[config.mk]
export PLATFORM = sky130hd
export DESIGN_NAME = bb_relocator
export DESIGN_NICKNAME = d
export VERILOG_FILES = /design/src/rtl/bb_reloc_pkg.sv /design/src/rtl/bb_reloc_regs.sv /design/src/rtl/bb_reloc_status.sv /design/src/rtl/bb_reloc_xlate.sv /design/src/rtl/bb_relocator.sv
export SDC_FILE = /design/constraint.sdc
export NUM_CORES = 1
export LEC_CHECK = 0
export BUFFER_PORTS_ARGS = -buffer_cell sky130_fd_sc_hd__buf_4
export CAP_MARGIN = 20
export CORE_UTILIZATION = 40
export CTS_CLUSTER_SIZE = 14
export DETAILED_ROUTE_END_ITERATION = 16
export GPL_TIMING_DRIVEN = 1
export HOLD_SLACK_MARGIN = 0.02
export PLACE_DENSITY_LB_ADDON = 0.2
export SETUP_SLACK_MARGIN = 0.3
export SKIP_CTS_REPAIR_TIMING = 1
export SLEW_MARGIN = 25
export SYNTH_ARGS = -nofsm -noshare
export SYNTH_HDL_FRONTEND = slang
export SYNTH_HIERARCHICAL = 1
export SYNTH_SLANG_ARGS = --single-unit
[constraint.sdc]
create_clock -name clk -period 3.4 [get_ports clk]
set_clock_uncertainty 0.05 [all_clocks]
set_input_delay 0.68 -clock clk [delete_from_list [all_inputs] [get_ports clk]]
set_output_delay 0.68 -clock clk [all_outputs]
set_load 0.03 [all_outputs]
[src/rtl/bb_reloc_pkg.sv]
package bb_reloc_pkg;

  typedef enum logic [1:0] {
    RSP_IDLE  = 2'd0,
    RSP_GRANT = 2'd1,
    RSP_DENY  = 2'd2
  } rsp_kind_e;

endpackage

[src/rtl/bb_reloc_regs.sv]
module bb_reloc_regs #(
  parameter int VA_W = 32,
  parameter int PA_W = 32
) (
  input  logic            clk,
  input  logic            rst,
  input  logic            wr,
  input  logic            priv,
  input  logic [PA_W-1:0] din_base,
  input  logic [VA_W-1:0] din_bound,
  output logic [PA_W-1:0] base_q,
  output logic [VA_W-1:0] bound_q,
  output logic            reject
);

  logic accept;

  assign accept = wr & priv;
  assign reject = wr & ~priv;

  // base and bound share one enable so they always move together
  always_ff @(posedge clk) begin
    if (rst) begin
      base_q  <= '0;
      bound_q <= '0;
    end else if (accept) begin
      base_q  <= din_base;
      bound_q <= din_bound;
    end
  end

endmodule

[src/rtl/bb_reloc_status.sv]
module bb_reloc_status (
  input  logic clk,
  input  logic rst,
  input  logic priv,
  input  logic stat_wr,
  input  logic stat_din,
  input  logic trap_enter,
  output logic en_q,
  output logic reject
);

  assign reject = stat_wr & ~priv;

  always_ff @(posedge clk) begin
    if (rst) begin
      en_q <= 1'b0;
    end else if (trap_enter) begin
      en_q <= 1'b0;
    end else if (stat_wr && priv) begin
      en_q <= stat_din;
    end
  end

endmodule

[src/rtl/bb_reloc_xlate.sv]
module bb_reloc_xlate #(
  parameter int VA_W = 32,
  parameter int PA_W = 32
) (
  input  logic            en,
  input  logic [PA_W-1:0] base,
  input  logic [VA_W-1:0] bound,
  input  logic [VA_W-1:0] vaddr,
  output logic [PA_W-1:0] paddr,
  output logic            legal
);

  localparam int EXT_W = PA_W - VA_W;

  logic [PA_W-1:0] va_ext;
  logic [PA_W-1:0] sum;
  logic            below;

  generate
    if (EXT_W == 0) begin : g_same_width
      assign va_ext = vaddr;
    end else begin : g_zero_extend
      assign va_ext = {{EXT_W{1'b0}}, vaddr};
    end
  endgenerate

  // adder and comparator are independent paths, both fed from vaddr
  assign sum   = base + va_ext;
  assign below = (vaddr < bound);

  assign legal = ~en | below;
  assign paddr = en ? sum : va_ext;

endmodule

[src/rtl/bb_relocator.sv]
module bb_relocator
  import bb_reloc_pkg::*;
#(
  parameter int VA_W = 32,
  parameter int PA_W = 32
) (
  input  logic            clk,
  input  logic            rst,
  input  logic            req_valid,
  input  logic [VA_W-1:0] req_vaddr,
  input  logic            priv,
  input  logic            cfg_wr,
  input  logic [PA_W-1:0] cfg_base,
  input  logic [VA_W-1:0] cfg_bound,
  input  logic            stat_wr,
  input  logic            stat_din,
  input  logic            trap_enter,
  output logic            rsp_valid,
  output logic            rsp_fault,
  output logic [PA_W-1:0] rsp_paddr,
  output logic            priv_fault,
  output logic            xlate_on
);

  logic [PA_W-1:0] base_q;
  logic [VA_W-1:0] bound_q;
  logic            en_q;
  logic            cfg_reject;
  logic            stat_reject;
  logic [PA_W-1:0] xl_paddr;
  logic            xl_legal;
  rsp_kind_e       kind_d;
  rsp_kind_e       kind_q;
  logic [PA_W-1:0] paddr_q;
  logic            pfault_q;

  bb_reloc_regs #(.VA_W(VA_W), .PA_W(PA_W)) u_regs (
    .clk       (clk),
    .rst       (rst),
    .wr        (cfg_wr),
    .priv      (priv),
    .din_base  (cfg_base),
    .din_bound (cfg_bound),
    .base_q    (base_q),
    .bound_q   (bound_q),
    .reject    (cfg_reject)
  );

  bb_reloc_status u_status (
    .clk        (clk),
    .rst        (rst),
    .priv       (priv),
    .stat_wr    (stat_wr),
    .stat_din   (stat_din),
    .trap_enter (trap_enter),
    .en_q       (en_q),
    .reject     (stat_reject)
  );

  bb_reloc_xlate #(.VA_W(VA_W), .PA_W(PA_W)) u_xlate (
    .en    (en_q),
    .base  (base_q),
    .bound (bound_q),
    .vaddr (req_vaddr),
    .paddr (xl_paddr),
    .legal (xl_legal)
  );

  always_comb begin
    if (!req_valid)    kind_d = RSP_IDLE;
    else if (xl_legal) kind_d = RSP_GRANT;
    else               kind_d = RSP_DENY;
  end

  always_ff @(posedge clk) begin
    if (rst) begin
      kind_q   <= RSP_IDLE;
      paddr_q  <= '0;
      pfault_q <= 1'b0;
    end else begin
      kind_q   <= kind_d;
      paddr_q  <= (kind_d == RSP_GRANT) ? xl_paddr : '0;
      pfault_q <= cfg_reject | stat_reject;
    end
  end

  assign rsp_valid  = (kind_q == RSP_GRANT);
  assign rsp_fault  = (kind_q == RSP_DENY);
  assign rsp_paddr  = paddr_q;
  assign priv_fault = pfault_q;
  assign xlate_on   = en_q;

endmodule

==> out/results.tsv, run 1 <==
metric	value	unit
WP data arrival	3.27	ns
max cap viols	0	
switching fraction of total power	28.7	%
Ys Warns	6	
met2 wire len	8330	um
CP Data Required Time	3.60	ns
total nets after synthesis	926	
most frequent cell after synthesis	a21oi_1	
clock sinks	100	
clk_lat worst skew	0.36	ns
Core Region	16500	um^2
Buffers on Ports	139	
CTS H-tree lvls	3	
vias in the first global route	5645	
slowest stage delay, CP	0.43	ns
Die X	132	um
WS Path Type	in -> reg	
CP max-delay cell	o311ai_4	
Top Layer Used	met4	
min Tclk post-route	3.07	ns
final wirelength	18200	um
Critical Path End Type	flop	
nets	1046	
sequential area share after synthesis	29.6	%
Yosys top cell by area	dfxtp_1	
CTS Root Cell	clkbuf_16	
Routability Congestion	0.904	
first-pass GRT wire length	29500	um
wire per inst	16.5	um
outcome	complete, no violations	
Hold Path Class	in -> reg	
ANT cells	0	
Post-synth ARST share	0	%
fmax	326	MHz
Avg Inst Size Synth	8.90	um^2
1st-pass router iterations	5	
Layout Cells excl Fill	1103	
Cell Rows	47	
Pwr Density	361	nW/um^2
Worst slew margin	36.1	%
Initial Util	40.9	%
initial antenna violation count	0	
Synth area leaders	dfxtp_1 30%, ha_1 11%, a21oi_1 7.9%	
post-placement cell count	1082	
type of origin of the critical path	input pin	
Netlist cell types	58	
NetSw	0.870	mW
number of synthesized flops with an enable pin	0	
fillers	1623	
DP HPWL	12900	um
cell internal pwr	2.17	mW
I/O pins	140	
final hold violation count	0	
Tcrit/Tclk final	90.2	%
die area	17400	um^2
initial DRC count	371	
Max VDD drop	0.243	mV
Routed Antenna Nets	0	
layout cells sized above 1	28.2	%
Worst-path clk slew	0.07	ns
Global Route Usage Sum	21.4	%
DRC violation count after routing	0	
Layout Area Growth over Synthesis	24.5	%
critical path, cell by cell	buf_4, ha_1, a211o_1, a211oi_2, o31a_1, or3_4, o311ai_4, a311oi_2, xnor2_1, mux2_2, and4b_2	
CTS buffer count	9	
post-synth top area share	29.6	%
total number of vias	5871	
Overflow after GRT	0	
Pins Over Slew Limit	0	
Met3 Wirelength	737	um
worst-path fanout max	4	
P_leak	3.75	nW
Die Y	132	um
main flop type after synthesis	dfxtp_1	
Post-Syn Instances	759	
wl on met1	8840	um
# setup viols final	0	
cell area after synthesis	6760	um^2
Yosys reg bits	100	
routed vias/inst	5.32	
Post-synth top cells	107 x a21oi_1, 100 x dfxtp_1, 69 x nand3_1	
Seq pwr share	41.2	%
final core utilization	50.9	%
Comb power frac	24.5	%
pin slew with the least headroom to its limit	0.959	ns
unrepaired setup endpoints after global routing	no	
hold slack	0.429	ns
largest net degree at the start of global routing	94	
maximum clock path buffer count	2	
CTS tree	done	
Clk pwr share	34.2	%
worst paths after layout:
kind | slack [ns] | start | endpoint | cells past startpoint
setup / recovery | 0.33 | req_vaddr[1] | rsp_paddr[27]$_SDFF_PP0_ | 11
hold / removal | 0.43 | trap_enter | u_status/en_q$_SDFFE_PP0P_ | 2
setup reg to reg | 0.39 | u_regs/base_q[1]$_SDFFE_PP0P_ | rsp_paddr[27]$_SDFF_PP0_ | 10
hold reg to reg | 0.52 | u_regs/bound_q[24]$_SDFFE_PP0P_ | u_regs/bound_q[24]$_SDFFE_PP0P_ | 2
per-layer routing:
layer,vias to the layer above,global-route usage (%)
met2,131,34.0
li1,3015,-
met3,19,3.81
met5,-,0
met4,0,7.56
met1,2706,29.0
through the flow:
step	setup TNS [ns]	setup slack, ns	total power [mW]	instance area, um^2
floorplan	0	0.282	1.75	6820
global placement	0	0.00519	2.00	8010
detailed placement	-0.00946	-0.00946	2.00	8010
CTS	0	0.363	3.05	8300
global route	0	0.303	3.20	8410
finish	0	0.333	3.04	8410
cell usage in the layout, fill, tap and decap left out, drive strengths merged, types with 20 or more instances in the layout:
cell   instances
buf          168
mux2          24
and4b         32
a21bo         65
xnor2         20
ha            62
nand2         27
o21ai         24
a21oi        108
dfxtp        100
a21o          29
nand3         69
inv           36
cell families after synthesis:
group                      Yosys count  synth area share [%]
AOI/OAI and AO/OA                  265                  27.7
muxes                               25                  4.15
and+or+nand+nor                    182                  16.0
buffers and inverters               95                  7.02
xor gates and xnor gates            29                  3.76
adders and majority gates           63                  11.8
DFF                                100                  29.6
state kept, by name (all words and copies together) (netlist names):
register        count
priv_fault          1
rsp_paddr          32
u_regs/bound_q     32
u_regs/base_q      32
u_status/en_q       1
kind_q              2
power groups by stage:
stage                     combinational [mW]  sequential [mW]  clock, mW
after floorplan                        0.443             1.31          0
after global routing                   0.819             1.26       1.13
after CTS                              0.729             1.25       1.07
after detailed placement               0.724             1.28          0
after global placement                 0.723             1.28          0
final                                  0.745             1.25       1.04
critical path: cells and delay by family:
family / cells / cell delay (ns)
buffers and inverters: 1 / 0.11
and+or+nand+nor: 2 / 0.60
xor gates and xnor gates: 1 / 0.15
adders and majority gates: 1 / 0.29
AOI/OAI and AO/OA: 5 / 1.17
muxes: 1 / 0.26
cell type report:
type	instances	area, um^2	share of cell area [%]
multi-input combinational	564	4400	52.4
sequential	100	2000	23.8
timing repair buffer	168	1300	15.5
tap	220	275	3.27
clock buffer	11	243	2.89
inverter	36	135	1.61
clock inverter	4	50.0	0.595
Power figures use the tool's default switching activity.
==> inputs of run 2 (changes only) <==
PLACE_DENSITY = 0.71   (was default)
PLACE_DENSITY_LB_ADDON = default   (was 0.2)
==> run 2 against run 1 <==
Total power rose by 1.9%. Wire length fell by 4.6%. Register-to-register slack improved by 0.08 ns. Clock-buffer cell count did not move. Via count rose by 1.7%. Sequential power barely moved. Utilization fell by 0.25 points. Critical path type unchanged. Critical endpoint is now rsp_paddr[26]$_SDFF_PP0_.
==> out/results.tsv, run 2 (same netlist as run 1, synthesis figures left out) <==
metric	value	unit
max cap viols	0	
min Tclk post-route	3.00	ns
Worst-path clk slew	0.07	ns
Global Route Usage Sum	20.3	%
type of origin of the critical path	input pin	
# setup viols final	0	
switching fraction of total power	27.8	%
cell internal pwr	2.23	mW
Design Area, Final	8370	um^2
wl on met1	8270	um
Pins Over Slew Limit	0	
WP data arrival	3.20	ns
Routed Antenna Nets	0	
I/O pins	140	
total number of vias	5971	
DP HPWL	12600	um
family with the most delay on the worst path	compound AO/OA/AOI/OAI gates	
fillers	1570	
WS Path Type	in -> reg	
most common cell after layout, fill and taps aside	buf_4	
DRC violation count after routing	0	
Layout Cells excl Fill	1098	
met2 wire len	7860	um
Pwr Density	370	nW/um^2
Buffers on Ports	139	
CP max-delay cell	a311o_1	
Comb power frac	23.5	%
fmax	333	MHz
largest net degree at the start of global routing	101	
Post-DP Area	7980	um^2
Initial Util	40.9	%
Critical Path End Type	flop	
Seq pwr share	40.5	%
final core utilization	50.6	%
Cell Rows	47	
critical path, cell by cell	buf_8, ha_4, fa_2, a21o_1, a311o_1, a21oi_4, o31ai_4, a211oi_2, o21ai_1, xor2_1, mux2_4, and4b_2	
clock sinks	100	
wire per inst	15.8	um
Max VDD drop	0.263	mV
CTS tree	done	
slowest stage delay, CP	0.38	ns
Overflow after GRT	0	
CTS H-tree lvls	3	
P_leak	3.75	nW
pin slew with the least headroom to its limit	0.999	ns
unrepaired setup endpoints after global routing	yes	
register area	2000	um^2
crit path buf inv count	1	
Met3 Wirelength	772	um
clk_lat worst skew	0.36	ns
post-placement cell count	1078	
1st-pass router iterations	5	
Worst slew margin	33.4	%
final wirelength	17400	um
CTS buffer count	9	
Die Y	132	um
Final Power	3.09	mW
die area	17400	um^2
CTS Root Cell	clkbuf_16	
CP Data Required Time	3.60	ns
worst-path fanout max	3	
ANT cells	0	
initial DRC count	313	
maximum clock path buffer count	2	
NetSw	0.861	mW
final hold violation count	0	
Core Region	16500	um^2
Hold Path Class	in -> reg	
most frequent cells in the layout	158 x buf_4, 106 x a21oi_1, 100 x dfxtp_1	
Top Layer Used	met4	
Die X	132	um
first-pass GRT wire length	28400	um
area of the multi-input gates	4380	um^2
vias in the first global route	5653	
outcome	complete, no violations	
layout cells sized above 1	27.6	%
Tcrit/Tclk final	88.2	%
initial antenna violation count	0	
routed vias/inst	5.44	
Layout Area Growth over Synthesis	23.9	%
Clk pwr share	36.0	%
hold slack	0.445	ns
nets	1040	
Routability Congestion	0.853	
==> run 2: stage by stage <==
step / setup slack (ns) / TNS (ns)
after floorplan: 0.282 / 0
after global placement: 0.0693 / 0
after detailed placement: -0.000535 / -0.000535
after CTS: 0.361 / 0
after global routing: 0.284 / 0
final: 0.401 / 0
==> run 2: final cells by class <==
class	count	share of cell area, %
clock buffer	11	2.90
clock inverter	5	0.897
inverter	36	1.61
multi-input combinational	564	52.3
sequential	100	23.9
tap	220	3.29
timing repair buffer	162	15.1
==> run 2: power groups by stage <==
stage / Clock (mW) / Sequential (mW) / Combinational (mW)
after CTS: 1.14 / 1.25 / 0.718
after floorplan: 0 / 1.31 / 0.443
after global routing: 1.19 / 1.26 / 0.803
after detailed placement: 0 / 1.28 / 0.713
after global placement: 0 / 1.28 / 0.709
final: 1.11 / 1.25 / 0.727
==> run 2: path summary, 6_finish.rpt <==
path	from	endpoint	slack, ns	depth (start not counted)
worst max register to register	u_regs/base_q[0]$_SDFFE_PP0P_	rsp_paddr[26]$_SDFF_PP0_	0.47	11
worst max-delay path	req_vaddr[0]	rsp_paddr[26]$_SDFF_PP0_	0.40	12
worst min register to register	u_regs/bound_q[25]$_SDFFE_PP0P_	u_regs/bound_q[25]$_SDFFE_PP0P_	0.52	2
worst min-delay path	trap_enter	u_status/en_q$_SDFFE_PP0P_	0.45	2
==> run 2: layer usage <==
metal / vias to the layer above / track usage (%)
met2: 145 / 32.2
met4: 0 / 9.11
met5: - / 0
met3: 33 / 3.50
met1: 2778 / 26.8
li1: 3015 / -
